**config.mk**
```make
export PLATFORM = sky130hd
export DESIGN_NAME = sclk_gen
export DESIGN_NICKNAME = d
export VERILOG_FILES = /design/src/rtl/sclk_gen_pkg.sv /design/src/rtl/sclk_half_sel.sv /design/src/rtl/sclk_half_cnt.sv /design/src/rtl/sclk_phase.sv /design/src/rtl/sclk_gen.sv
export SDC_FILE = /design/constraint.sdc
export NUM_CORES = 1
export LEC_CHECK = 0
export BUFFER_PORTS_ARGS = -buffer_cell sky130_fd_sc_hd__buf_4
export CAP_MARGIN = 20
export CORE_MARGIN = 2
export CORE_UTILIZATION = 45
export CTS_CLUSTER_DIAMETER = 120
export DETAILED_ROUTE_END_ITERATION = 10
export SYNTH_ARGS = -nofsm -noshare
export SYNTH_HDL_FRONTEND = slang
export SYNTH_SLANG_ARGS = --single-unit
```
**constraint.sdc**
```tcl
create_clock -name clk -period 2.9 [get_ports clk]
set_input_delay 0.435 -clock clk [delete_from_list [all_inputs] [get_ports clk]]
set_output_delay 0.435 -clock clk [all_outputs]
set_load 0.005 [all_outputs]
```
**src/rtl/sclk_gen_pkg.sv**
```systemverilog
package sclk_gen_pkg;
  typedef struct packed {
    logic lead;
    logic trail;
  } edge_strb_t;

  function automatic int half_width(input int lin_w, input int exp_w);
    int pw;
    pw = 2 ** exp_w;
    return (pw > lin_w + 1) ? pw : lin_w + 1;
  endfunction
endpackage

```
**src/rtl/sclk_half_sel.sv**
```systemverilog
module sclk_half_sel #(
  parameter int LIN_W  = 8,
  parameter int EXP_W  = 4,
  parameter int HALF_W = 16
) (
  input  logic              lin_sel,
  input  logic [LIN_W-1:0]  lin_div,
  input  logic [EXP_W-1:0]  exp_div,
  output logic [HALF_W-1:0] half
);
  always_comb begin
    if (lin_sel) half = HALF_W'(lin_div) + HALF_W'(1);
    else         half = HALF_W'(1) << exp_div;
  end
endmodule

```
**src/rtl/sclk_half_cnt.sv**
```systemverilog
module sclk_half_cnt #(
  parameter int HALF_W = 16
) (
  input  logic              clk,
  input  logic              rst_n,
  input  logic              run,
  input  logic [HALF_W-1:0] half,
  output logic              tick
);
  logic [HALF_W-1:0] cnt_q, cnt_d;

  assign tick = run && (cnt_q >= half - HALF_W'(1));

  always_comb begin
    cnt_d = cnt_q;
    if (!run)      cnt_d = '0;
    else if (tick) cnt_d = '0;
    else           cnt_d = cnt_q + HALF_W'(1);
  end

  always_ff @(posedge clk or negedge rst_n) begin
    if (!rst_n) cnt_q <= '0;
    else        cnt_q <= cnt_d;
  end

  // an idle cycle leaves the counter at zero for the next start
  p_restart_r5: assert property (@(posedge clk) disable iff (!rst_n)
    !run |=> (cnt_q == '0));
endmodule

```
**src/rtl/sclk_phase.sv**
```systemverilog
module sclk_phase
  import sclk_gen_pkg::*;
(
  input  logic clk,
  input  logic rst_n,
  input  logic run,
  input  logic tick,
  input  logic cpol,
  input  logic cpha,
  output logic sck,
  output logic launch,
  output logic sample
);
  logic       phase_q, phase_d;
  logic       run_q;
  logic       start_q, start_d;
  edge_strb_t strb_q, strb_d;

  always_comb begin
    phase_d     = phase_q;
    strb_d.lead  = 1'b0;
    strb_d.trail = 1'b0;
    start_d     = run && !run_q;
    if (!run) begin
      phase_d = 1'b0;
    end else if (tick) begin
      phase_d      = ~phase_q;
      strb_d.lead  = !phase_q;
      strb_d.trail = phase_q;
    end
  end

  always_ff @(posedge clk or negedge rst_n) begin
    if (!rst_n) begin
      phase_q <= 1'b0;
      run_q   <= 1'b0;
      start_q <= 1'b0;
      strb_q  <= '0;
    end else begin
      phase_q <= phase_d;
      run_q   <= run;
      start_q <= start_d;
      strb_q  <= strb_d;
    end
  end

  assign sck    = cpol ^ phase_q;
  assign launch = cpha ? strb_q.lead : (strb_q.trail | start_q);
  assign sample = cpha ? strb_q.trail : strb_q.lead;

  // clock phase returns to idle once the transfer stops
  p_idle_r1: assert property (@(posedge clk) disable iff (!rst_n)
    !run |=> !phase_q);
  // every counter tick moves the clock to its other level
  p_toggle_r2: assert property (@(posedge clk) disable iff (!rst_n)
    tick |=> (phase_q != $past(phase_q)));
  // strobes are single-cycle pulses
  p_lead_once_r9: assert property (@(posedge clk) disable iff (!rst_n)
    strb_q.lead |=> !strb_q.lead);
  p_trail_once_r9: assert property (@(posedge clk) disable iff (!rst_n)
    strb_q.trail |=> !strb_q.trail);
  // a leading strobe follows the clock leaving idle
  p_lead_edge_r6: assert property (@(posedge clk) disable iff (!rst_n)
    strb_q.lead |-> (phase_q && !$past(phase_q)));
endmodule

```
**src/rtl/sclk_gen.sv**
```systemverilog
module sclk_gen
  import sclk_gen_pkg::*;
#(
  parameter int LIN_W = 8,
  parameter int EXP_W = 4
) (
  input  logic             clk,
  input  logic             rst_n,
  input  logic             run,
  input  logic             lin_sel,
  input  logic [LIN_W-1:0] lin_div,
  input  logic [EXP_W-1:0] exp_div,
  input  logic             cpol,
  input  logic             cpha,
  output logic             sck,
  output logic             launch,
  output logic             sample
);
  localparam int HALF_W = half_width(LIN_W, EXP_W);

  logic [HALF_W-1:0] half;
  logic              tick;

  sclk_half_sel #(.LIN_W(LIN_W), .EXP_W(EXP_W), .HALF_W(HALF_W)) u_sel (
    .lin_sel (lin_sel),
    .lin_div (lin_div),
    .exp_div (exp_div),
    .half    (half)
  );

  sclk_half_cnt #(.HALF_W(HALF_W)) u_cnt (
    .clk   (clk),
    .rst_n (rst_n),
    .run   (run),
    .half  (half),
    .tick  (tick)
  );

  sclk_phase u_phase (
    .clk    (clk),
    .rst_n  (rst_n),
    .run    (run),
    .tick   (tick),
    .cpol   (cpol),
    .cpha   (cpha),
    .sck    (sck),
    .launch (launch),
    .sample (sample)
  );
endmodule

```
## Word level (Yosys, flattened, before mapping)

Index checks and enable logic that the tools add are counted.

- Bits in registers: 21
- Output and inout bits: 3

- Add/subtract/negate cells: 3
- Reductions and logical operators: 4
- Shifts and indexed selects: 1
- Multiplexer cells: 9
- Bitwise logic cells: 3
- Equality and inequality tests: 1
- Order comparisons: 1

Operators with widths:

| cell | number |
|---|---|
| 2-to-1 mux 16 bit | 3 |
| adder 16 x 1 -> 16 bit, second input constant | 1 |
| >= comparator 16 bit | 1 |
| left shift 1 x 4 -> 16 bit, first input constant | 1 |
| subtractor 16 x 1 -> 16 bit, second input constant | 1 |
| adder 8 x 1 -> 9 bit, second input constant | 1 |
| 2-to-1 mux 1 bit | 4 |
| 2-to-1 mux 2 bit | 2 |
| logical AND 1 bit | 2 |
| zero test 1 bit | 2 |
| != test 2 x 1 -> 1 bit, second input constant | 1 |
| inverter 1 bit | 1 |
| OR 1 bit | 1 |
| XOR 1 bit | 1 |

## Depth between registers and ports, before layout

Gate-level depths: netlist of run 1.

- Depth in word-level cells: 7
- Mapped depth: 19
- Gate-level depth less buffers: 15

## By module

A second synthesis of run 1 with hierarchy kept.

- Cells, all modules: 221
- Area, all modules: 1,941.9 µm²

By module, submodules not included:

| module | instances | cells an instance | area each (µm²) | seq. area each (µm²) |
|---|---|---|---|---|
| sclk_half_cnt | 1 | 152 | 1,432.6 | 400.4 |
| sclk_half_sel | 1 | 53 | 315.3 | 0.0 |
| sclk_phase | 1 | 16 | 193.9 | 125.1 |

## Worst setup path after synthesis of run 1

OpenSTA, ideal clock, no wires.

- Path kind: input port to flip-flop
- Start point: in lin_sel
- End point: reg u_cnt.cnt_q[10]
- Buffers on the path: 4
- Arrival: 3.772 ns
- Cell stages on the path: 18
- Required time: 2.768 ns
- Setup time: 0.132 ns
- Slack: -1.004 ns
- Cells stage by stage: buf_2 > buf_1 > nor2_1 > a32oi_1 > ha_1 > nand3b_1 > or3_1 > clkbuf_1 > or2_4 > a2bb2oi_1 > ha_1 > nand4_1 > nor2_1 > o2111ai_1 > o221a_2 > nand2_1 > clkbuf_1 > nor2_1

- Longest elaborated chain between the ends: 6

Ends and longest elaborated chain:

| what | line | RTL |
|---|---|---|
| start: declaration | sclk_gen.sv:10 | `input logic lin_sel,` |
| 2-to-1 mux 16 bit | sclk_half_sel.sv:12 | `if (lin_sel) half = HALF_W'(lin_div) + HALF_W'(1);` |
| subtractor 16 x 1 -> 16 bit | sclk_half_cnt.sv:12 | `assign tick = run && (cnt_q >= half - HALF_W'(1));` |
| >= comparator 16 bit | sclk_half_cnt.sv:12 |  |
| logical AND 1 bit | sclk_half_cnt.sv:12 |  |
| 2-to-1 mux 16 bit | sclk_half_cnt.sv:17 | `else if (tick) cnt_d = '0;` |
| 2-to-1 mux 16 bit | sclk_half_cnt.sv:16 | `if (!run) cnt_d = '0;` |
| named net u_cnt.cnt_d[10] | sclk_half_cnt.sv:10 | `logic [HALF_W-1:0] cnt_q, cnt_d;` |
| end signal: assignment | sclk_half_cnt.sv:23 | `else cnt_q <= cnt_d;` |
| end: declaration | sclk_half_cnt.sv:10 |  |

The timed path passes the listed nets, and every way through them passes these cells.
A chain may end at the register's enable or synchronous reset.

## Worst setup path after layout of run 1

- Start point: in lin_div[1]
- End point: reg u_phase.phase_q

- Longest elaborated chain between the ends: 6

Ends and longest elaborated chain:

| what | line | RTL |
|---|---|---|
| start: declaration | sclk_gen.sv:11 | `input logic [LIN_W-1:0] lin_div,` |
| adder 8 x 1 -> 9 bit | sclk_half_sel.sv:12 |  |
| 2-to-1 mux 16 bit | sclk_half_sel.sv:12 |  |
| subtractor 16 x 1 -> 16 bit | sclk_half_cnt.sv:12 |  |
| >= comparator 16 bit | sclk_half_cnt.sv:12 |  |
| logical AND 1 bit | sclk_half_cnt.sv:12 |  |
| != test 2 x 1 -> 1 bit (no line) | -- |  |
| end signal: assignment | sclk_phase.sv:40 | `phase_q <= phase_d;` |
| end: declaration | sclk_phase.sv:14 | `logic phase_q, phase_d;` |

No other way between the ends.

==> metrics.md, run 1 <==
| Metric | Value |
|---|---|
| Clock latency on the worst-skew pair | `260 ps` |
| Initial antenna violation count | `0` |
| Slew Viols, Final | `0` |
| Worst min-delay path class | `input pin to async pin` |
| Total design power | `770 µW` |
| Slowest cell on crit path | `or3_4` |
| Core area | `4000 µm²` |
| Pwr dens | `288 nW/µm²` |
| DR iter-0 viols | `53` |
| Drt wl/cell | `13.3 µm` |
| Required time worst endpoint | `3100 ps` |
| Outcome | `finished with violations` |
| Top area cells in the synthesized netlist | `dfrtp_1 (28%), ha_1 (13%), xor2_1 (7.5%), nor2_1 (5.6%), xnor2_1 (4.2%)` |
| Max-slew headroom | `0.809` |
| CP Cell Sequence | `buf_4 > ha_4 > buf_4 > nand3_1 > xor2_1 > a41oi_1 > or3_4 > or2_4 > a2bb2oi_1 > ha_1 > nand4_1 > nor2_2 > o2111ai_1 > o221a_2 > buf_6 > nor3b_2 > nand2b_1` |
| Clk buf depth | `2` |
| Internal power | `543 µW` |
| Fin nets | `325` |
| CTS root buf | `clkbuf_8` |
| Failing checks | `setup timing` |
| Post-route non-filler standard cell count | `337` |
| Synthesis Warnings | `0` |
| Layout Skew | `2.45 ps` |
| Max Cap Viol | `0` |
| Share of post-route cells with drive strength above 1 | `0.366` |
| EDFF count, synth | `0` |
| Worst-margin pin slew | `285 ps` |
| Routability cong. | `0.863` |
| Pre-CTS WS | `-805 ps` |
| Cells after DPL | `328` |
| Drt first pass iters | `4` |
| Setup CP Type | `input pin to flip-flop` |
| Final worst setup slack | `-520 ps` |
| Drt drc | `0` |
| Tot GR Track Use | `0.214` |
| Combinational power share | `0.359` |
| Fin crit period | `3420 ps` |
| Largest stage delay, worst path | `390 ps` |
| Syn-to-layout area delta | `43.1%` |
| TritonCTS Sinks | `21` |
| Diodes inserted | `0` |
| Syn Inst Count | `223` |
| Synth cell types | `45` |
| Final Hold Fails | `0` |
| Fillers | `331` |
| CTS tree | `done` |
| Top cell type's share of synthesized area | `0.281` |
| Antenna viol nets, final | `0` |
| CP Capture Type | `flip-flop` |
| Synth Cell Area | `1870 µm²` |
| P_sw | `228 µW` |
| Starting Density | `0.468` |
| Cell taking the most area after synthesis | `dfrtp_1` |
| FF+latch count, synth | `21` |
| Sequential Power Share | `0.401` |
| DPL Wire Length | `3.47 mm` |
| Input/output buffers | `20` |
| Setup TNS | `-8480 ps` |
| Syn Area/Cell | `8.39 µm²` |
| Largest net degree at the start of global routing | `22` |
| Async SR Flop Fraction | `1.00` |
| Peak supply drop | `344 µV` |
| Die span in x | `68.5 µm` |
| Top FF cell, synth | `dfrtp_1` |
| DR vias/cell | `5.32` |
| First-pass GRT wire length | `7.53 mm` |
| Fmax | `0.292 GHz` |
| Number of global-route vias before repair | `1,730` |
| Worst Path Max Fanout | `6` |
| Site row count | `23` |
| Top Family by Delay on Critical Path | `simple AND/OR/NAND/NOR gates` |
| Final Setup Violations | `19` |
| CTS Buf Count | `3` |
| Die Ht | `68.5 µm` |
| Critical Path Start Type | `input pin` |
| GRT overflow | `0` |
| Post-layout util | `0.669` |
| Tcrit/Tclk final | `1.18` |
| Worst EP arrival | `3620 ps` |
| Vias | `1,793` |
| Pleak | `1.25 nW` |
| Number of buffers and inverters on the critical path | `3` |
| Total wire length | `4.49 mm` |
| H-tree levels | `1` |
| Mapped Nets | `260` |
| Die ar. | `4690 µm²` |
| Switching share of power | `0.296` |
| IO Pins | `21` |
| CP dominant cell by count | `buf_4` |
| Sequential share of the synthesized area | `0.281` |
| Clock slew at reported path FFs | `70 ps` |
| RSZ-0062 raised after global routing | `yes` |
| Clock share of power | `0.239` |
## final cells by class
class / count / area, µm² / share of cell area
repair buffers: 68 / 558 / 0.208
multi-input cells: 188 / 1460 / 0.547
inverters: 6 / 22.5 / 0.00841
well taps: 50 / 62.6 / 0.0234
clock buffers: 4 / 45.0 / 0.0168
flip-flops and latches: 21 / 526 / 0.196
## sequential cells by signal (all words and copies together), names as in the netlist
name and cells:
u_cnt.cnt_q 16, u_phase.strb_q 2, u_phase.phase_q 1, u_phase.run_q 1
u_phase.start_q 1
## layout by cell type, fill, tap and decap left out, drive strengths merged, types with 2 or more instances in the layout
cell type	instances
a211oi	3
o21ai	4
nor2b	4
nor4	2
nor2	28
inv	6
a21oi	6
nand3b	5
mux2i	2
nand3	11
a21o	7
nor3b	2
or2	4
dfrtp	21
o21a	3
o22ai	2
nand2	19
buf	68
xor2	16
ha	19
and3	5
xnor2	9
a31oi	3
clkbuf	4
nand4	7
nand2b	4
nor3	8
or3	2
## per-layer routing
layer | up-vias | wire length, µm | track usage
li1 | 928 | - | -
met4 | 0 | 70 | 0.0800
met1 | 828 | 2060 | 0.265
met2 | 30 | 2250 | 0.383
met5 | - | 0 | 0
met3 | 7 | 116 | 0.0148
## power by group through the flow
stage	Sequential [mW]	Combinational, mW	Clock, mW
floorplan	0.311	0.138	0
global placement	0.313	0.244	0
detailed placement	0.313	0.245	0
CTS	0.308	0.267	0.194
global route	0.311	0.307	0.207
finish	0.309	0.277	0.185
## worst paths after layout
kind                                 startpoint              end  slack [ps]  cells after the start
worst min register to register    u_phase.run_q  u_phase.start_q         400                      1
worst max-delay path                 lin_div[1]  u_phase.phase_q        -520                     17
worst min-delay path                      rst_n  u_cnt.cnt_q[10]          50                      1
worst max register to register  u_cnt.cnt_q[13]  u_phase.phase_q         800                      9
min in group clk                            run    u_phase.run_q         340                      1
max in group asynchronous                 rst_n   u_cnt.cnt_q[1]        2640                      1
## synth_stat cells (2+ instances only)
library cell  instances
nor4_1                2
or2_2                 3
buf_2                 3
o21ai_0               4
clkbuf_1              4
a21oi_1               6
nor3_1                7
ha_1                 19
mux2i_1               2
and3_1                5
o22ai_1               2
nand3b_1              5
a211oi_1              3
nor2b_1               4
inv_1                 6
nand4_1               6
nand2_1              19
xnor2_1               9
nor2_1               28
or3_1                 2
o21a_1                3
nand2b_1              4
a31oi_1               3
xor2_1               16
nor3b_1               2
dfrtp_1              21
nand3_1              11
a21o_1                7
## stage by stage
| step | hold WS, ps | cell area (µm²) |
|---|---|---|
| after global placement | 331 | 2420 |
| after CTS | 50.3 | 2560 |
| final | 47.4 | 2680 |
| after floorplan | 139 | 1950 |
| after detailed placement | 332 | 2420 |
| after global routing | 57.1 | 2680 |
## logic make-up (layout without fill, tap and decap cells)
logic type | count (synthesis) | after routing | share of synthesized area
buffers and inverters | 14 | 78 | 0.0301
adder cells (fa/ha/maj) | 19 | 19 | 0.127
AND/OR/NAND/NOR | 105 | 105 | 0.294
XOR/XNOR | 25 | 25 | 0.117
AO/OA/AOI/OAI | 36 | 36 | 0.134
flip-flops | 21 | 21 | 0.281
multiplexers | 3 | 3 | 0.0167
## what timing repair did
item,CTS,global route
pin swaps,15,17
gates cloned,1,0
endpoints found under the hold margin,0,0
hold buffers,0,0
setup buffers,4,0
setup endpoints to repair,19,19
resized for setup,13,27
## worst register-to-register path, stage by stage, from the launching register on
cell       delay [ps]
dfrtp_1           430
ha_1              320
buf_4             100
nand4_1           140
nor2_2            160
o2111ai_1         110
o221a_2           340
buf_6             140
nor3b_2           180
nand2b_1          120
Note: power is estimated with default switching activity, not from simulation.
==> run 2: changes to the inputs <==
--- a/config.mk
+++ b/config.mk
@@ -5,6 +5,7 @@
 export SDC_FILE = /design/constraint.sdc
 export NUM_CORES = 1
 export LEC_CHECK = 0
+export ABC_AREA = 1
 export BUFFER_PORTS_ARGS = -buffer_cell sky130_fd_sc_hd__buf_4
 export CAP_MARGIN = 20
 export CORE_MARGIN = 2
==> metrics.md, run 2 <==
| Metric | Value |
|---|---|
| Outcome | `finished clean` |
| Met1 WL | `2.76 mm` |
| Sequential Power Share | `0.374` |
| Met3 wire length | `117 µm` |
| Slew Viols, Final | `0` |
| Vias | `2,194` |
| CTS tree | `done` |
| Syn Inst Count | `316` |
| Tot GR Track Use | `0.206` |
| Final instance area | `3010 µm²` |
| Peak supply drop | `225 µV` |
| Most frequent cell after synthesis | `nand2_1` |
| Mapped Nets | `353` |
| Final Setup Violations | `0` |
| Top FF cell, synth | `dfrtp_1` |
| Internal power | `547 µW` |
| CTS Buf Count | `3` |
| Diodes inserted | `0` |
| Clock share of power | `0.232` |
| Site row count | `25` |
| H-tree levels | `1` |
| CP dominant cell by count | `nand2_1` |
| Starting Density | `0.466` |
| Drt wl/cell | `12.1 µm` |
| Synth cell count leaders | `nand2_1 (73), nor2_1 (39), inv_1 (36)` |
| Input/output buffers | `20` |
| Clock latency on the worst-skew pair | `260 ps` |
| Final Hold Fails | `0` |
| Clock slew at reported path FFs | `80 ps` |
| TritonCTS Sinks | `21` |
| Pleak | `1.47 nW` |
| Slowest cell on crit path | `nor4_4` |
| Routability cong. | `0.815` |
| EDFF count, synth | `0` |
| Pre-CTS WS | `-268 ps` |
| Max Cap Viol | `0` |
| Cell taking the most area after synthesis | `dfrtp_1` |
| Top area cells in the synthesized netlist | `dfrtp_1 (24%), nand2_1 (12%), ha_1 (11%), nand3_1 (7.0%), nor2_1 (6.6%)` |
| P_sw | `278 µW` |
| Die span in x | `74.0 µm` |
| CTS root buf | `clkbuf_8` |
| Synth Cell Area | `2200 µm²` |
| Required time worst endpoint | `3060 ps` |
| Sequential share of the synthesized area | `0.239` |
| WHS | `37.6 ps` |
| Async SR Flop Fraction | `1.00` |
| Worst Path Max Fanout | `8` |
| Synthesis Warnings | `0` |
| Worst EP arrival | `3030 ps` |
| RSZ-0062 raised after global routing | `yes` |
| Fmax | `0.348 GHz` |
| Syn-to-layout area delta | `36.5%` |
| Number of buffers and inverters on the critical path | `3` |
| IO Pins | `21` |
| Initial antenna violation count | `0` |
| Hold Buf Count CTS | `0` |
| RR Startpoint | `u_cnt.cnt_q[10]` |
| DR vias/cell | `4.92` |
| Synth cell types | `31` |
| GRT overflow | `0` |
| Final worst setup slack | `27.7 ps` |
| Largest net degree at the start of global routing | `22` |
| Reg-to-reg critical path endpoint | `u_cnt.cnt_q[1]` |
| Layout Skew | `5.39 ps` |
| CP Capture Type | `flip-flop` |
| Clk buf depth | `2` |
| CP Cell Sequence | `buf_6 > ha_4 > nand2_2 > o21ai_2 > inv_1 > ha_2 > nand3_4 > nor2_8 > nand2_4 > nor2_4 > nand2_1 > nand2_1 > nand2_1 > ha_1 > nand2_2 > nor4_4 > nand3_2 > nand3_4 > clkbuf_16 > nor2_1` |
| Tcrit/Tclk final | `0.990` |
| Fillers | `450` |
| Number of global-route vias before repair | `2,032` |
| Drt drc | `0` |
| Commonest non-fill, non-tap cell in the layout | `nand2_1` |
| Worst-margin pin slew | `370 ps` |
| Pwr dens | `274 nW/µm²` |
| Fin crit period | `2870 ps` |
| Commonest cells after routing, fill and taps aside | `nand2_1 (64), buf_4 (55), inv_1 (35)` |
| FF+latch count, synth | `21` |
| Largest regs | `u_cnt.cnt_q x16, u_phase.strb_q x2` |
| Drt first pass iters | `4` |
| Share of post-route cells with drive strength above 1 | `0.354` |
| Critical Path Start Type | `input pin` |
| Met2 wire length | `2.50 mm` |
| Setup CP Type | `input pin to flip-flop` |
| Reg-to-reg setup timing slack | `1000 ps` |
| Combinational power share | `0.394` |
| DR iter-0 viols | `121` |
| Total wire length | `5.41 mm` |
| Top Layer Used | `met4` |
| R2R cell count | `7` |
| Die ar. | `5470 µm²` |
| Max-slew headroom | `0.751` |
| Largest stage delay, worst path | `380 ps` |
| Top Family by Delay on Critical Path | `simple AND/OR/NAND/NOR gates` |
| Total design power | `825 µW` |
| Syn Area/Cell | `6.97 µm²` |
| Core area | `4720 µm²` |
| DPL Wire Length | `4.14 mm` |
| Antenna viol nets, final | `0` |
| Setup TNS | `0 ps` |
| Largest register by flop count | `u_cnt.cnt_q` |
| Die Ht | `74.0 µm` |
| Placed Area | `2730 µm²` |
| Fin nets | `417` |
| Max reg flops | `16` |
| First-pass GRT wire length | `8.94 mm` |
| Worst min-delay path class | `input pin to async pin` |
| Top cell type's share of synthesized area | `0.239` |
| Switching share of power | `0.337` |
## run 2: cell types whose count changed in the layout (fill, tap and decap cells not counted), moves of 6 or more
| cell | change |
|---|---|
| nand3_1 | +18 |
| a21o_1 | -7 |
| nor2_2 | +13 |
| buf_4 | -8 |
| nor2_1 | +9 |
| inv_1 | +29 |
| inv_2 | +6 |
| nand2_2 | +12 |
| nand4_1 | +6 |
| nand2_1 | +47 |
## run 2: area by class of cell
cell class,instances,area [µm²],share of cell area
multi-input combinational,251,1680,0.559
sequential,21,526,0.175
timing repair buffer,61,512,0.170
inverter,42,160,0.0532
tap,67,83.8,0.0279
clock buffer,4,45.0,0.0150
## run 2: cells by family after synthesis
family / count (synthesis) / synth area share
AOI/OAI and AO/OA: 22 / 0.0591
xor gates and xnor gates: 18 / 0.0715
adders and majority gates: 19 / 0.108
buffers and inverters: 44 / 0.0812
DFF: 21 / 0.238
and+or+nand+nor: 192 / 0.442
## run 2: power by group through the flow
stage                     registers (mW)  logic (mW)  clock network [mW]
after floorplan                    0.311       0.171                   0
after global placement             0.313       0.281                   0
after detailed placement           0.314       0.285                   0
after CTS                          0.308       0.287               0.198
after global routing               0.309       0.365               0.212
final                              0.308       0.325               0.192
## run 2: repair_timing
action / 4_1_cts / 5_1_grt
resized for setup: 0 / 52
buffers inserted: 0 / 3
setup endpoints to repair: 0 / 19
## run 2: worst max-delay path by stage
| stage | start | to | slack [ps] | cells past startpoint |
|---|---|---|---|---|
| 2_1_floorplan | lin_div[0] | u_cnt.cnt_q[14] | 70 | 20 |
| 3_3_place_gp | lin_div[0] | u_cnt.cnt_q[15] | -190 | 21 |
| 3_5_place_dp | lin_div[0] | u_phase.phase_q | -270 | 22 |
| 4_1_cts | lin_div[0] | u_cnt.cnt_q[15] | 10 | 21 |
| 5_1_grt | lin_div[1] | u_cnt.cnt_q[14] | -160 | 20 |
| 6_report | lin_div[1] | u_cnt.cnt_q[1] | 30 | 20 |
## run 2: through the flow
step | util | std cells
floorplan | - | 316
global placement | 0.577 | 438
detailed placement | 0.577 | 438
CTS | 0.587 | 442
global route | 0.637 | 446
finish | 0.637 | 446
## run 2: per-layer routing
layer,vias up,track usage
li1,1154,-
met1,1004,0.314
met2,34,0.318
met3,2,0.0325
met4,0,0.0182
met5,-,0
==> run 3: changes to the inputs <==
--- a/config.mk
+++ b/config.mk
@@ -8,10 +8,14 @@
 export ABC_AREA = 1
 export BUFFER_PORTS_ARGS = -buffer_cell sky130_fd_sc_hd__buf_4
 export CAP_MARGIN = 20
+export CELL_PAD_IN_SITES_DETAIL_PLACEMENT = 0
+export CELL_PAD_IN_SITES_GLOBAL_PLACEMENT = 2
 export CORE_MARGIN = 2
-export CORE_UTILIZATION = 45
+export CORE_UTILIZATION = 34
 export CTS_CLUSTER_DIAMETER = 120
 export DETAILED_ROUTE_END_ITERATION = 10
+export PLACE_DENSITY_LB_ADDON = 0.1
+export SLEW_MARGIN = 20
 export SYNTH_ARGS = -nofsm -noshare
 export SYNTH_HDL_FRONTEND = slang
 export SYNTH_SLANG_ARGS = --single-unit
==> metrics.md, run 3 (same netlist as run 2, synthesis figures left out) <==
| Metric | Value |
|---|---|
| Outcome | `finished clean` |
| Syn-to-layout area delta | `43.8%` |
| Max Cap Viol | `0` |
| Die Ht | `84.5 µm` |
| Critical Path Start Type | `input pin` |
| Peak supply drop | `227 µV` |
| Max reg flops | `16` |
| Worst-margin pin slew | `289 ps` |
| Slowest cell on crit path | `ha_4` |
| IO Pins | `21` |
| DR iter-0 viols | `77` |
| Number of buffers and inverters on the critical path | `7` |
| Tcrit/Tclk final | `0.948` |
| Final instance area | `3170 µm²` |
| Core area | `6310 µm²` |
| CP Cell Sequence | `buf_4 > buf_4 > inv_1 > nor2_4 > nand2_1 > nand2_1 > nand3_2 > nand2_4 > buf_4 > nand2_2 > buf_4 > nor2_4 > nand2_1 > nand2_1 > nand2_1 > inv_2 > ha_4 > a21oi_2 > o21a_1 > nand2_2 > a21oi_4 > nand3_4 > buf_12 > nor2_1` |
| Fin crit period | `2750 ps` |
| Worst Path Max Fanout | `8` |
| Drt drc | `0` |
| CTS tree | `done` |
| Cells after DPL | `459` |
| Site row count | `29` |
| Placed Area | `2820 µm²` |
| Starting Density | `0.349` |
| Largest net degree at the start of global routing | `22` |
| Layout Skew | `3.36 ps` |
| Post-route non-filler standard cell count | `470` |
| Setup CP Type | `input pin to flip-flop` |
| Clk buf depth | `2` |
| Routability cong. | `0.795` |
| Fillers | `663` |
| Clock slew at reported path FFs | `80 ps` |
| Multi-input gate area | `1720 µm²` |
| Number of global-route vias before repair | `2,077` |
| CP Capture Type | `flip-flop` |
| Worst min-delay path class | `input pin to async pin` |
| Drt wl/cell | `11.6 µm` |
| H-tree levels | `1` |
| Commonest non-fill, non-tap cell in the layout | `buf_4` |
| Pleak | `1.55 nW` |
| Vias | `2,231` |
| Commonest cells after routing, fill and taps aside | `buf_4 (68), nand2_1 (59), inv_1 (33)` |
| Pwr dens | `273 nW/µm²` |
| Largest register by flop count | `u_cnt.cnt_q` |
| Max-slew headroom | `0.805` |
| Top Family by Delay on Critical Path | `simple AND/OR/NAND/NOR gates` |
| Drt first pass iters | `4` |
| Diodes inserted | `0` |
| Final Setup Violations | `0` |
| CP dominant cell by count | `nand2_1` |
| Tot GR Track Use | `0.156` |
| TritonCTS Sinks | `21` |
| GRT overflow | `0` |
| Post-layout util | `0.502` |
| CTS root buf | `clkbuf_8` |
| Setup TNS | `0 ps` |
| Total wire length | `5.46 mm` |
| CTS Buf Count | `3` |
| DPL Wire Length | `4.49 mm` |
| Final Hold Fails | `0` |
| Die span in x | `84.5 µm` |
| Input/output buffers | `20` |
| Fin nets | `431` |
| Antenna viol nets, final | `0` |
| Largest stage delay, worst path | `190 ps` |
| Beginning of the critical path | `lin_div[0]` |
| Slew Viols, Final | `0` |
| WHS | `30.5 ps` |
| Share of post-route cells with drive strength above 1 | `0.397` |
| Required time worst endpoint | `3090 ps` |
| Clock latency on the worst-skew pair | `270 ps` |
| Fmax | `0.364 GHz` |
| Worst EP arrival | `2940 ps` |
| Die ar. | `7140 µm²` |
| DR vias/cell | `4.75` |
| First-pass GRT wire length | `9.26 mm` |
| Seq. cell area | `526 µm²` |
| Largest regs | `u_cnt.cnt_q x16, u_phase.strb_q x2` |
| Initial antenna violation count | `0` |
| RR Startpoint | `u_cnt.cnt_q[9]` |
[run 3: cell count changes in the layout (fill, tap and decap cells not counted), sizes merged]
cell    previous run  this run
buf               60        74
clkinv             0         1
clkbuf             5         4
[run 3: metrics by stage]
stage               worst slack, ps  power [mW]
floorplan                      69.2       0.483
global placement               -228       0.617
detailed placement             -299       0.619
CTS                            5.83       0.819
global route                  -27.2       0.927
finish                          150       0.864
[run 3: layer usage]
metal | global-route usage | up-vias | routed length, µm
met1 | 0.228 | 1017 | 2820
li1 | - | 1187 | -
met4 | 0.0101 | 0 | 63
met2 | 0.253 | 21 | 2450
met3 | 0.0265 | 6 | 126
met5 | 0 | - | 0
[run 3: layout make-up]
class / count / area share
inverters: 42 / 0.0506
multi-input cells: 251 / 0.543
clock buffers: 3 / 0.0130
clock inverters: 1 / 0.00158
well taps: 77 / 0.0304
repair buffers: 75 / 0.196
flip-flops and latches: 21 / 0.166
[run 3: timing repair]
action	CTS	global route
hold buffers	0	0
endpoints found under the setup margin	4	19
gates resized for setup	4	54
pin swaps	3	36
setup buffers	1	5
cloned	0	1
[run 3: final timing paths]
check,to,slack [ps],cells after the start
max in group asynchronous,u_cnt.cnt_q[4],2660,1
setup / recovery,u_cnt.cnt_q[4],150,24
hold reg to reg,u_phase.start_q,400,1
min in group clk,u_phase.run_q,340,1
hold / removal,u_cnt.cnt_q[12],30,1
setup reg to reg,u_cnt.cnt_q[9],1040,8
[run 3: worst reg2reg max path, stage by stage (launching register included)]
cell and delay, ps:
dfrtp_1 440, ha_1 320, nand2_1 90, nor4_4 350, buf_4 180, a21oi_4 60
nand3_4 120, clkbuf_16 170, nor2_1 40
[run 3: power by group]
group          leakage [nW]  internal [mW]  switching [mW]
combinational          1.24          0.174           0.186
clock                0.0255         0.0960           0.102
sequential            0.288          0.300         0.00721
total                  1.55          0.570           0.295
